===== src/rtl/pcm_port_pkg.sv =====
package pcm_port_pkg;
  typedef enum logic {
    MODE_SHORT = 1'b0,
    MODE_LONG  = 1'b1
  } sync_mode_e;
endpackage


===== src/rtl/pcm_edge_sync.sv =====
// Resynchronises the bit clock, strobe and receive line with matching delay,
// then marks bit-clock edges for one system clock.
module pcm_edge_sync #(
  parameter int STAGES = 2
) (
  input  logic clk,
  input  logic rst_n,
  input  logic bclk,
  input  logic fsync,
  input  logic rx_line,
  output logic bclk_rise,
  output logic bclk_fall,
  output logic fs_lvl,
  output logic rx_lvl
);
  localparam int TOP = STAGES - 1;

  logic [TOP:0] bclk_q, fs_q, rx_q;
  logic         bclk_last;

  always_ff @(posedge clk or negedge rst_n) begin
    if (!rst_n) begin
      bclk_q    <= '0;
      fs_q      <= '0;
      rx_q      <= '0;
      bclk_last <= 1'b0;
    end else begin
      bclk_q    <= {bclk_q[TOP-1:0], bclk};
      fs_q      <= {fs_q[TOP-1:0], fsync};
      rx_q      <= {rx_q[TOP-1:0], rx_line};
      bclk_last <= bclk_q[TOP];
    end
  end

  assign bclk_rise = bclk_q[TOP] & ~bclk_last;
  assign bclk_fall = ~bclk_q[TOP] & bclk_last;
  assign fs_lvl    = fs_q[TOP];
  assign rx_lvl    = rx_q[TOP];
endmodule


===== src/rtl/pcm_frame_ctl.sv =====
// Detects frame starts, measures strobe width, holds the class in force and
// counts quiet frames after power-down.
module pcm_frame_ctl
  import pcm_port_pkg::*;
#(
  parameter int QUIET_FRAMES = 2
) (
  input  logic       clk,
  input  logic       rst_n,
  input  logic       pwr_down,
  input  logic       bclk_fall,
  input  logic       fs_lvl,
  output logic       frame_start,
  output logic       quiet_pending,
  output logic       muted,
  output sync_mode_e sync_mode
);
  localparam int QW = $clog2(QUIET_FRAMES + 1);

  logic          fs_prev, measuring, seen_two, muted_q;
  logic [QW-1:0] quiet_q;
  sync_mode_e    mode_q;

  assign frame_start   = bclk_fall & fs_lvl & ~fs_prev & ~pwr_down;
  assign quiet_pending = (quiet_q != '0);
  assign muted         = muted_q | quiet_pending;
  assign sync_mode     = mode_q;

  always_ff @(posedge clk or negedge rst_n) begin
    if (!rst_n) begin
      fs_prev   <= 1'b1;
      measuring <= 1'b0;
      seen_two  <= 1'b0;
      muted_q   <= 1'b1;
      quiet_q   <= QW'(QUIET_FRAMES);
      mode_q    <= MODE_SHORT;
    end else if (pwr_down) begin
      fs_prev   <= 1'b1;
      measuring <= 1'b0;
      seen_two  <= 1'b0;
      muted_q   <= 1'b1;
      quiet_q   <= QW'(QUIET_FRAMES);
      mode_q    <= MODE_SHORT;
    end else if (bclk_fall) begin
      fs_prev <= fs_lvl;
      if (frame_start) begin
        measuring <= 1'b1;
        seen_two  <= 1'b0;
        muted_q   <= quiet_pending;
        if (quiet_pending) quiet_q <= quiet_q - 1'b1;
      end else if (measuring) begin
        if (fs_lvl) begin
          seen_two <= 1'b1;
        end else begin
          measuring <= 1'b0;
          mode_q    <= seen_two ? MODE_LONG : MODE_SHORT;
        end
      end
    end
  end
endmodule


===== src/rtl/pcm_shifter.sv =====
// Holding register with valid/ready, transmit shifter and receive assembler.
module pcm_shifter #(
  parameter int              WORD_W    = 8,
  parameter logic [WORD_W-1:0] IDLE_WORD = '1
) (
  input  logic              clk,
  input  logic              rst_n,
  input  logic              pwr_down,
  input  logic              bclk_rise,
  input  logic              bclk_fall,
  input  logic              rx_lvl,
  input  logic              frame_start,
  input  logic              take_word,
  input  logic [WORD_W-1:0] tx_data,
  input  logic              tx_valid,
  output logic              tx_ready,
  output logic              tx_bit,
  output logic              drive,
  output logic [WORD_W-1:0] rx_data,
  output logic              rx_valid
);
  localparam int CW = $clog2(WORD_W + 1);
  localparam logic [CW-1:0] LAST = CW'(WORD_W);

  logic [WORD_W-1:0] hold_q, tx_sh, rx_sh;
  logic              hold_full, armed;
  logic [CW-1:0]     bit_cnt;

  assign tx_ready = ~hold_full;
  assign tx_bit   = tx_sh[WORD_W-1];

  always_ff @(posedge clk or negedge rst_n) begin
    if (!rst_n) begin
      hold_q    <= '0;
      hold_full <= 1'b0;
      tx_sh     <= IDLE_WORD;
      rx_sh     <= '0;
      rx_data   <= '0;
      rx_valid  <= 1'b0;
      armed     <= 1'b0;
      drive     <= 1'b0;
      bit_cnt   <= '0;
    end else begin
      rx_valid <= 1'b0;
      if (tx_valid && !hold_full) begin
        hold_q    <= tx_data;
        hold_full <= 1'b1;
      end
      if (pwr_down) begin
        armed   <= 1'b0;
        drive   <= 1'b0;
        bit_cnt <= '0;
      end else if (frame_start) begin
        armed   <= 1'b1;
        drive   <= 1'b0;
        bit_cnt <= '0;
        if (take_word) begin
          tx_sh <= hold_full ? hold_q : IDLE_WORD;
          if (hold_full) hold_full <= 1'b0;
        end
      end else if (armed && bclk_rise && bit_cnt != LAST) begin
        bit_cnt <= bit_cnt + 1'b1;
        drive   <= 1'b1;
        if (bit_cnt != '0) tx_sh <= {tx_sh[WORD_W-2:0], 1'b1};
      end else if (armed && bclk_fall && bit_cnt != '0) begin
        rx_sh <= {rx_sh[WORD_W-2:0], rx_lvl};
        if (bit_cnt == LAST) begin
          rx_data  <= {rx_sh[WORD_W-2:0], rx_lvl};
          rx_valid <= 1'b1;
          armed    <= 1'b0;
          drive    <= 1'b0;
        end
      end
    end
  end
endmodule


===== src/rtl/pcm_sync_port.sv =====
module pcm_sync_port
  import pcm_port_pkg::*;
#(
  parameter int                WORD_W       = 8,
  parameter int                SYNC_STAGES  = 2,
  parameter int                QUIET_FRAMES = 2,
  parameter logic [WORD_W-1:0] IDLE_WORD    = '1
) (
  input  logic              clk,
  input  logic              rst_n,
  input  logic              pwr_down,
  input  logic              bclk,
  input  logic              fsync,
  input  logic              rx_line,
  input  logic [WORD_W-1:0] tx_data,
  input  logic              tx_valid,
  output logic              tx_ready,
  output logic              tx_bit,
  output logic              tx_oe,
  output logic [WORD_W-1:0] rx_data,
  output logic              rx_valid,
  output logic              sync_long
);
  logic       bclk_rise, bclk_fall, fs_lvl, rx_lvl;
  logic       frame_start, quiet_pending, muted, drive;
  sync_mode_e sync_mode;

  pcm_edge_sync #(.STAGES(SYNC_STAGES)) u_edge (
    .clk(clk), .rst_n(rst_n), .bclk(bclk), .fsync(fsync), .rx_line(rx_line),
    .bclk_rise(bclk_rise), .bclk_fall(bclk_fall), .fs_lvl(fs_lvl), .rx_lvl(rx_lvl)
  );

  pcm_frame_ctl #(.QUIET_FRAMES(QUIET_FRAMES)) u_frame (
    .clk(clk), .rst_n(rst_n), .pwr_down(pwr_down), .bclk_fall(bclk_fall),
    .fs_lvl(fs_lvl), .frame_start(frame_start), .quiet_pending(quiet_pending),
    .muted(muted), .sync_mode(sync_mode)
  );

  pcm_shifter #(.WORD_W(WORD_W), .IDLE_WORD(IDLE_WORD)) u_shift (
    .clk(clk), .rst_n(rst_n), .pwr_down(pwr_down), .bclk_rise(bclk_rise),
    .bclk_fall(bclk_fall), .rx_lvl(rx_lvl), .frame_start(frame_start),
    .take_word(~quiet_pending), .tx_data(tx_data), .tx_valid(tx_valid),
    .tx_ready(tx_ready), .tx_bit(tx_bit), .drive(drive),
    .rx_data(rx_data), .rx_valid(rx_valid)
  );

  assign sync_long = (sync_mode == MODE_LONG);
  assign tx_oe     = ~pwr_down & ~muted & (drive | (sync_long & fs_lvl));
endmodule


===== config.mk =====
export PLATFORM = sky130hd
export DESIGN_NAME = pcm_sync_port
export DESIGN_NICKNAME = d
export VERILOG_FILES = /design/src/rtl/pcm_port_pkg.sv /design/src/rtl/pcm_edge_sync.sv /design/src/rtl/pcm_frame_ctl.sv /design/src/rtl/pcm_shifter.sv /design/src/rtl/pcm_sync_port.sv
export SDC_FILE = /design/constraint.sdc
export NUM_CORES = 1
export LEC_CHECK = 0
export CAP_MARGIN = 20
export CORE_MARGIN = 5
export CORE_UTILIZATION = 49
export DETAILED_ROUTE_END_ITERATION = 6
export PLACE_DENSITY = 0.74
export SYNTH_ARGS = -nofsm -noshare
export SYNTH_HDL_FRONTEND = slang
export SYNTH_HIERARCHICAL = 1
export SYNTH_SLANG_ARGS = --single-unit

===== constraint.sdc =====
create_clock -name clk -period 1.95 [get_ports clk]
set_input_delay 0.4875 -clock clk [delete_from_list [all_inputs] [get_ports clk]]
set_output_delay 0.4875 -clock clk [all_outputs]
set_load 0.01 [all_outputs]

Word level (Yosys, flattened, before mapping)
Cells that the tools add are included.
{"block": "totals", "latch_bits": 0, "out_inout_bits": 13, "word_cells": 126, "memories": 0, "reg_bits": 53, "mem_bits_rw": 0, "romBits": 0, "input_bits": 15}
{"block": "classes", "addsub": 2, "n_shift": 0, "n_bitwise": 18, "reduce_logical": 30, "multipliers": 0, "mux": 51, "n_lt_le_gt_ge": 0, "eq_ne": 6, "div": 0}
{"cell": "two-way mux 8 bit", "count": 5}
{"cell": "two-way mux 1 bit", "count": 39}
{"cell": "nonzero test 3 bit", "count": 5}
{"cell": "nonzero test 2 bit", "count": 7}
{"cell": "two-way mux 4 bit", "count": 3}
{"cell": "AND reduction 4 bit", "count": 3}
{"cell": "nonzero test 4 bit", "count": 3}
{"cell": "AND reduction 3 bit", "count": 3}
{"cell": "bitwise AND 1 bit", "count": 8}
{"cell": "two-way mux 2 bit", "count": 4}
{"cell": "inverter 1 bit", "count": 8}
{"cell": "!= test 2 bit (second input constant)", "count": 3}
{"cell": "logical AND 1 bit", "count": 5}
{"cell": "AND reduction 5 bit", "count": 1}
{"cell": "adder 4 x 1 -> 4 bit (second input constant)", "count": 1}
{"cell": "equality test 4 bit (second input constant)", "count": 1}
{"cell": "!= test 4 bit (second input constant)", "count": 1}
{"cell": "AND reduction 2 bit", "count": 2}
{"cell": "!= test 3 bit (second input constant)", "count": 1}
{"cell": "OR 1 bit", "count": 2}
{"cell": "subtractor 2 x 1 -> 2 bit (second input constant)", "count": 1}
{"cell": "zero test 1 bit", "count": 1}

Longest topological paths before layout
Gate-level depths: netlist of the first run.
{"block": "depth", "depth_word": 8, "depth_mapped": 8, "mapped_depth_nobuf": 7}

Hierarchy
Netlist of the first run, hierarchy kept.
{"module": "pcm_shifter", "cells_each": 133, "seq_area_each_um2": 985.9, "area_per_inst_um2": 1760.4, "n_inst": 1}
{"module": "pcm_frame_ctl", "cells_each": 35, "seq_area_each_um2": 178.9, "area_per_inst_um2": 377.9, "n_inst": 1}
{"module": "pcm_edge_sync", "cells_each": 9, "seq_area_each_um2": 175.2, "area_per_inst_um2": 190.2, "n_inst": 1}
{"module": "pcm_sync_port", "cells_each": 3, "seq_area_each_um2": 0.0, "area_per_inst_um2": 22.5, "n_inst": 1}

Least setup slack after synthesis of the first run
Ideal clock, no wire load.
{"block": "synth_timing", "path_type": "input -> register", "from": "input port pwr_down", "to": "register u_shift.rx_sh[0]", "arrival_time_ns": 1.885, "required_ns": 1.825, "path_stages": 7, "path_buffers": 3, "setup_time_ns": 0.125, "path_slack_ns": -0.061, "path_cell_list": "clkbuf_1 nor2_1 or2_1 buf_6 a2111o_1 buf_6 mux2_4"}
{"block": "synth_between", "elab_chain_cells": 4}
{"item": "start, declared", "line": "pcm_sync_port.sv:11", "rtl": "input logic pwr_down,"}
{"item": "inverter 1 bit (no source line)"}
{"item": "bitwise AND 1 bit", "line": "pcm_frame_ctl.sv:24", "rtl": "assign frame_start = bclk_fall & fs_lvl & ~fs_prev & ~pwr_down;"}
{"item": "via frame_start", "line": "pcm_sync_port.sv:25", "rtl": "logic frame_start, quiet_pending, muted, drive;"}
{"item": "inverter 1 bit (no source line)"}
{"item": "AND reduction 4 bit (no source line)"}
{"item": "end signal, assigned", "line": "pcm_shifter.sv:66", "rtl": "rx_sh <= {rx_sh[WORD_W-2:0], rx_lvl};"}
{"item": "end, declared", "line": "pcm_shifter.sv:25", "rtl": "logic [WORD_W-1:0] hold_q, tx_sh, rx_sh;"}
The timed path passes the listed nets, and every way through them passes these cells.
A chain may end at the register's enable or synchronous reset.

Final worst setup path of the first run
{"block": "layout_timing", "from": "input port pwr_down", "to": "register u_shift.rx_sh[1]"}
{"block": "layout_between", "elab_chain_cells": 4}
{"item": "inverter 1 bit (no source line) (*)"}
{"item": "bitwise AND 1 bit", "line": "pcm_frame_ctl.sv:24"}
{"item": "inverter 1 bit (no source line)"}
{"item": "AND reduction 4 bit (no source line) (*)"}
Every way passes the cells marked *; elsewhere a longest branch is shown, timed or not.

==> results of run 1 <==
==> worst max-delay path by stage <==
stage,slack [ns],to,cells past startpoint
4_1_cts,-0.05,u_shift/rx_sh[1]$_DFFE_PN0P_,6
6_report,-0.04,u_shift/rx_sh[1]$_DFFE_PN0P_,5
3_3_place_gp,-0.39,u_shift/rx_sh[5]$_DFFE_PN0P_,5
3_5_place_dp,-0.40,u_shift/rx_sh[5]$_DFFE_PN0P_,5
2_1_floorplan,-0.004,u_shift/rx_sh[0]$_DFFE_PN0P_,8
5_1_grt,-0.09,u_shift/rx_sh[1]$_DFFE_PN0P_,6
==> stage by stage <==
stage	utilization	TNS, ns
2_1_floorplan	-	-0.0287
3_3_place_gp	0.597	-6.79
3_5_place_dp	0.597	-7.02
4_1_cts	0.621	-0.296
5_1_grt	0.620	-0.533
6_report	0.620	-0.250
==> metal layers <==
layer / up-vias / routed length, um
met2: 19 / 1840
met5: - / 0
met1: 752 / 1870
met4: 0 / 43
met3: 6 / 143
li1: 714 / -
==> power breakdown <==
| part | leakage (uW) | switching, uW | internal [uW] |
|---|---|---|---|
| logic | 0.000690 | 69.3 | 120 |
| registers | 0.000664 | 46.2 | 1190 |
| clock network | 0.0000552 | 331 | 381 |
| total | 0.00141 | 447 | 1690 |
==> flip-flops by register name, summed over array words and instances (netlist names), 2 cells and up <==
name and count:
u_frame/quiet_q 2, u_shift/bit_cnt 4, u_shift/rx_sh 7, u_shift/hold_q 8, u_edge/bclk_q 2, u_edge/rx_q 2
u_shift/rx_data 8, u_shift/tx_sh 8, u_edge/fs_q 2
==> cells in the final DEF (no fill, tap or decap), types with 5 or more instances in the layout <==
master,instances
nor2b_1,6
clkdlybuf4s50_1,25
inv_1,18
dfstp_2,11
dfrtp_1,42
o22ai_1,6
mux2_2,16
mux2i_1,10
clkbuf_8,5
mux2_4,9
a21oi_1,6
nand2_1,6
buf_4,17
==> kinds of logic (layout without fill, tap and decap cells) <==
logic type | count (synthesis) | count (layout)
AO/OA/AOI/OAI | 26 | 26
adder cells (fa/ha/maj) | 3 | 3
buffers and inverters | 25 | 72
flip-flops | 53 | 53
multiplexers | 35 | 35
AND/OR/NAND/NOR | 38 | 38
==> what timing repair did <==
| action | CTS | global route |
|---|---|---|
| gates resized for setup | 5 | 2 |
| hold buffers | 0 | 0 |
| endpoints found under the setup margin | 16 | 16 |
| pin swaps | 0 | 1 |
| cloned | 0 | 0 |
==> layout make-up <==
cell class	count	area share
clock buffer	6	0.0249
clock inverter	2	0.0120
inverter	18	0.0232
multi-input combinational	102	0.309
sequential	53	0.460
tap	54	0.0232
timing repair buffer	46	0.147
==> results.json, run 1 <==
{
  "yosys.area.top_type": "dfrtp_1",
  "synth_compound_area_frac": 0.0772,
  "finalInstanceArea_mm2": 0.00291,
  "syn_nets": 198,
  "min_period_over_period": 1.02,
  "critPathCaptureType": "flip-flop",
  "slowest_stage": "a2111o_2",
  "clockBufferDepth": 2,
  "synthArstFlopShare": 1.00,
  "muxShareOfSynthArea": 0.177,
  "cpPeakStageDelay_ns": 0.48,
  "synth_top_area_frac": 0.447,
  "synth_adder_area_share": 0.0160,
  "cts.sinks": 53,
  "postSynthCellCount": 180,
  "min_path_type": "input port to asynchronous set/reset pin",
  "die_area_mm2": 0.00628,
  "worstSkewPairLatency_ns": 0.30,
  "root_buffer": "clkbuf_8",
  "antenna_found_initial": 0,
  "use_met1": 0.181,
  "area_growth_pct": 23.8,
  "grt_pass1_vias": 1515,
  "peakVddDrop_mv": 0.395,
  "synth-simple-area-share": 0.109,
  "hold_viol": 0,
  "cp_max_fo": 7,
  "clk_pin_slew_ns": 0.09,
  "die_width_um": 79.3,
  "post_layout_nonfiller_instances": 281,
  "multi_input_area_um2": 900,
  "path_class": "input port to flip-flop",
  "cts_tree": "yes",
  "tightest_slew_ns": 0.282,
  "drtIter0Drc": 101,
  "cap_violations": 0,
  "place_area_mm2": 0.00280,
  "cp-start-kind": "input port",
  "die_y_um": 79.3,
  "grt_max_degree": 54,
  "cp.required_ns": 2.13,
  "cts_buffers": 5,
  "rsz0062_at_grt": "true",
  "ios": 28,
  "skew_ns": 0.00843,
  "maxSlewHeadroom": 0.810,
  "worst_slack_ns": -0.0442,
  "seqCellArea_mm2": 0.00134,
  "drc_errors": 0,
  "outcome": "complete, but fails checks",
  "synth_seq_cells": 53,
  "port_buffers": 27,
  "first_pass_iters": 4,
  "grt_use_met3": 0.0397,
  "num_vias": 1491,
  "grt_use_total": 0.140,
  "drt-total-wl_mm": 3.90,
  "synthTopCellsByCount": "42 x dfrtp_1, 18 x inv_1, 16 x mux2_2",
  "post_cts_buffers": 0,
  "start_util": 0.501,
  "fmax_ghz": 0.501,
  "path_cells": "clkdlybuf4s50_1 > buf_4 > or2_4 > a2111o_2 > mux2_4",
  "regToRegSetupSlack_ns": -0.04,
  "grt-ovfl-total": 0,
  "startpoint": "pwr_down",
  "finalSetupViolCount": 7,
  "wl_per_cell_um": 13.9,
  "detail_route.vias_per_cell": 5.31,
  "mappedNetlistArea_mm2": 0.00235,
  "synth_top_family_by_area": "multiplexers",
  "final_net_count": 244,
  "path_delay_family": "buffers and inverters",
  "finalPower_uw": 2140,
  "violations": "setup timing",
  "numPlacedInstances": 273,
  "syn_area_per_cell_um2": 13.1,
  "grt_first_pass_wirelength_mm": 6.90,
  "yosysMostFrequentCell": "dfrtp_1",
  "ys_warn_count": 6,
  "gp_congestion": 0.765,
  "num_rows": 25,
  "whs_ns": 0.160,
  "reg2regPathDepth": 6,
  "ant_nets": 0,
  "path_buf_inv": 2,
  "post-place-ws_ns": -0.405,
  "synth_edf_count": 0,
  "htree_levels": 2,
  "total_leakage_power_uw": 0.00141,
  "drive_gt1_frac": 0.330,
  "r2r_start": "u_edge/bclk_q[1]$_DFF_PN0_",
  "grt_most_used_layer": "met2",
  "dp_hpwl_mm": 2.80,
  "n_antenna_cell": 0,
  "synthFlopType": "dfrtp_1",
  "r2r-end": "u_shift/rx_sh[1]$_DFFE_PN0P_",
  "p_per_area_mw_per_mm2": 735,
  "num-fill-cells": 376,
  "crit_arrival_ns": 2.18,
  "yosysSeqAreaShare": 0.570,
  "synth_xor_area_frac": 0,
  "met2_usage": 0.226,
  "drv_slew": 0,
  "ys_types": 42,
  "final.min_clock_period_ns": 1.99,
  "core_mm2": 0.00469,
  "synth_area_leaders": "dfrtp_1 45%, dfstp_2 12%, mux2_2 7.7%"
}
Note: power is estimated with default switching activity, not from simulation.
==> run 2, diff against run 1 <==
- PLACE_DENSITY: 0.74 -> 0.79
- SLEW_MARGIN: unset -> 25
==> results.json, run 2 (same netlist as run 1, synthesis figures left out) <==
{
  "grt_pass1_vias": 1579,
  "final.min_clock_period_ns": 1.92,
  "drive_gt1_frac": 0.339,
  "path_class": "flip-flop to flip-flop",
  "drt-total-wl_mm": 4.08,
  "first_pass_iters": 4,
  "drc_errors": 0,
  "p_int_uw": 1700,
  "path_cells": "and2b_2 > nand3b_1 > nor2_2 > or2_4 > a2111o_1 > buf_6 > mux2_4",
  "area_growth_pct": 25.2,
  "start_util": 0.501,
  "n_antenna_cell": 0,
  "peakVddDrop_mv": 0.490,
  "grt_first_pass_wirelength_mm": 7.22,
  "grt_max_degree": 23,
  "grt-ovfl-total": 0,
  "num_rows": 25,
  "cp_max_fo": 7,
  "antenna_found_initial": 0,
  "maxSlewHeadroom": 0.740,
  "cts.sinks": 53,
  "tightest_slew_ns": 0.391,
  "wl_per_cell_um": 14.4,
  "top_regs": "u_shift/hold_q: 8 flops, u_shift/rx_data: 8 flops, u_shift/tx_sh: 8 flops",
  "seqPwrFrac": 0.567,
  "postLayoutCoreUtil": 0.627,
  "outcome": "finished, final reports clean",
  "skew_ns": 0.0107,
  "drtIter0Drc": 70,
  "root_buffer": "clkbuf_8",
  "post_layout_nonfiller_instances": 284,
  "clk_pin_slew_ns": 0.10,
  "finalSetupViolCount": 0,
  "p_comb_frac": 0.087,
  "dp_hpwl_mm": 3.00,
  "die_area_mm2": 0.00628,
  "p_per_area_mw_per_mm2": 744,
  "cp-start-kind": "flip-flop",
  "die_y_um": 79.3,
  "num_vias": 1462,
  "min_path_type": "input port to asynchronous set/reset pin",
  "post-place-ws_ns": -0.398,
  "grt_use_total": 0.148,
  "cap_violations": 0,
  "worstSkewPairLatency_ns": 0.31,
  "layout_common_cells": "42 x dfrtp_1, 24 x clkdlybuf4s50_1, 19 x buf_4, 18 x inv_1, 16 x mux2_2",
  "clockBufferDepth": 2,
  "path_delay_family": "simple AND/OR/NAND/NOR gates",
  "cts_tree": "yes",
  "ios": 28,
  "numPlacedInstances": 275,
  "critPathCaptureType": "flip-flop",
  "gp_congestion": 0.749,
  "hold_viol": 0,
  "htree_levels": 2,
  "crit_arrival_ns": 2.12,
  "min_period_over_period": 0.983,
  "total_leakage_power_uw": 0.00143,
  "cts_buffers": 5,
  "drv_slew": 0,
  "port_buffers": 27,
  "path_buf_inv": 1,
  "netSwitchingPower_uw": 487,
  "rsz0062_at_grt": "true",
  "detail_route.vias_per_cell": 5.15,
  "whs_ns": 0.0859,
  "fmax_ghz": 0.522,
  "ant_nets": 0,
  "final_common_cell": "dfrtp_1",
  "core_mm2": 0.00469,
  "final_net_count": 247,
  "slowest_stage": "dfrtp_1",
  "cp.required_ns": 2.15,
  "switching_share": 0.222,
  "clockPowerShare": 0.346,
  "worst_slack_ns": 0.0325,
  "cpPeakStageDelay_ns": 0.39,
  "die_width_um": 79.3
}
-- run 2: power groups by stage --
stage	registers [uW]	clock network, uW	logic, uW
after global routing	1250	821	217
after global placement	1260	0	187
after detailed placement	1260	0	193
after CTS	1240	781	194
after floorplan	1240	0	107
final	1240	758	191
-- run 2: per-layer routing --
metal	vias to the layer above	routed length, um	GRT usage
met1	723	1920	0.192
met4	0	53	0.0515
li1	716	-	-
met5	-	0	0
met2	18	1940	0.237
met3	5	163	0.0420
-- run 2: final timing paths --
path	start	end	slack [ns]	cells past startpoint
max reg2reg	u_edge/bclk_q[1]$_DFF_PN0_	u_shift/rx_sh[4]$_DFFE_PN0P_	0.03	7
min	rst_n	u_shift/rx_sh[5]$_DFFE_PN0P_	0.09	1
max in group asynchronous	rst_n	u_shift/tx_sh[0]$_DFFE_PN1P_	1.31	2
min in group clk	u_edge/fs_q[0]$_DFF_PN0_	u_edge/fs_q[1]$_DFF_PN0_	0.36	0
min reg2reg	u_edge/fs_q[0]$_DFF_PN0_	u_edge/fs_q[1]$_DFF_PN0_	0.36	0
max	u_edge/bclk_q[1]$_DFF_PN0_	u_shift/rx_sh[4]$_DFFE_PN0P_	0.03	7
-- run 2: metrics by stage --
| step | cell area (um^2) | TNS, ns | total power [uW] |
|---|---|---|---|
| after floorplan | 2350 | -0.0287 | 1350 |
| after global placement | 2810 | -7.27 | 1450 |
| after detailed placement | 2810 | -7.75 | 1460 |
| after CTS | 2930 | 0 | 2220 |
| after global routing | 2940 | -0.280 | 2290 |
| final | 2940 | 0 | 2190 |
-- run 2: final cells by class --
class                      instances  area (um^2)
clock buffer                       5         68.8
tap                               54         67.6
inverter                          18         67.6
multi-input combinational        102          898
sequential                        53         1340
clock inverter                     3         47.5
fill                             364         1750
timing repair buffer              49          453
-- run 2: what timing repair did --
item                                    CTS  global route
hold buffers                              0             0
pin swaps                                 0             1
endpoints found under the setup margin   16            16
buffers inserted                          0             1
endpoints found under the hold margin     0             0
gates resized for setup                   5             3
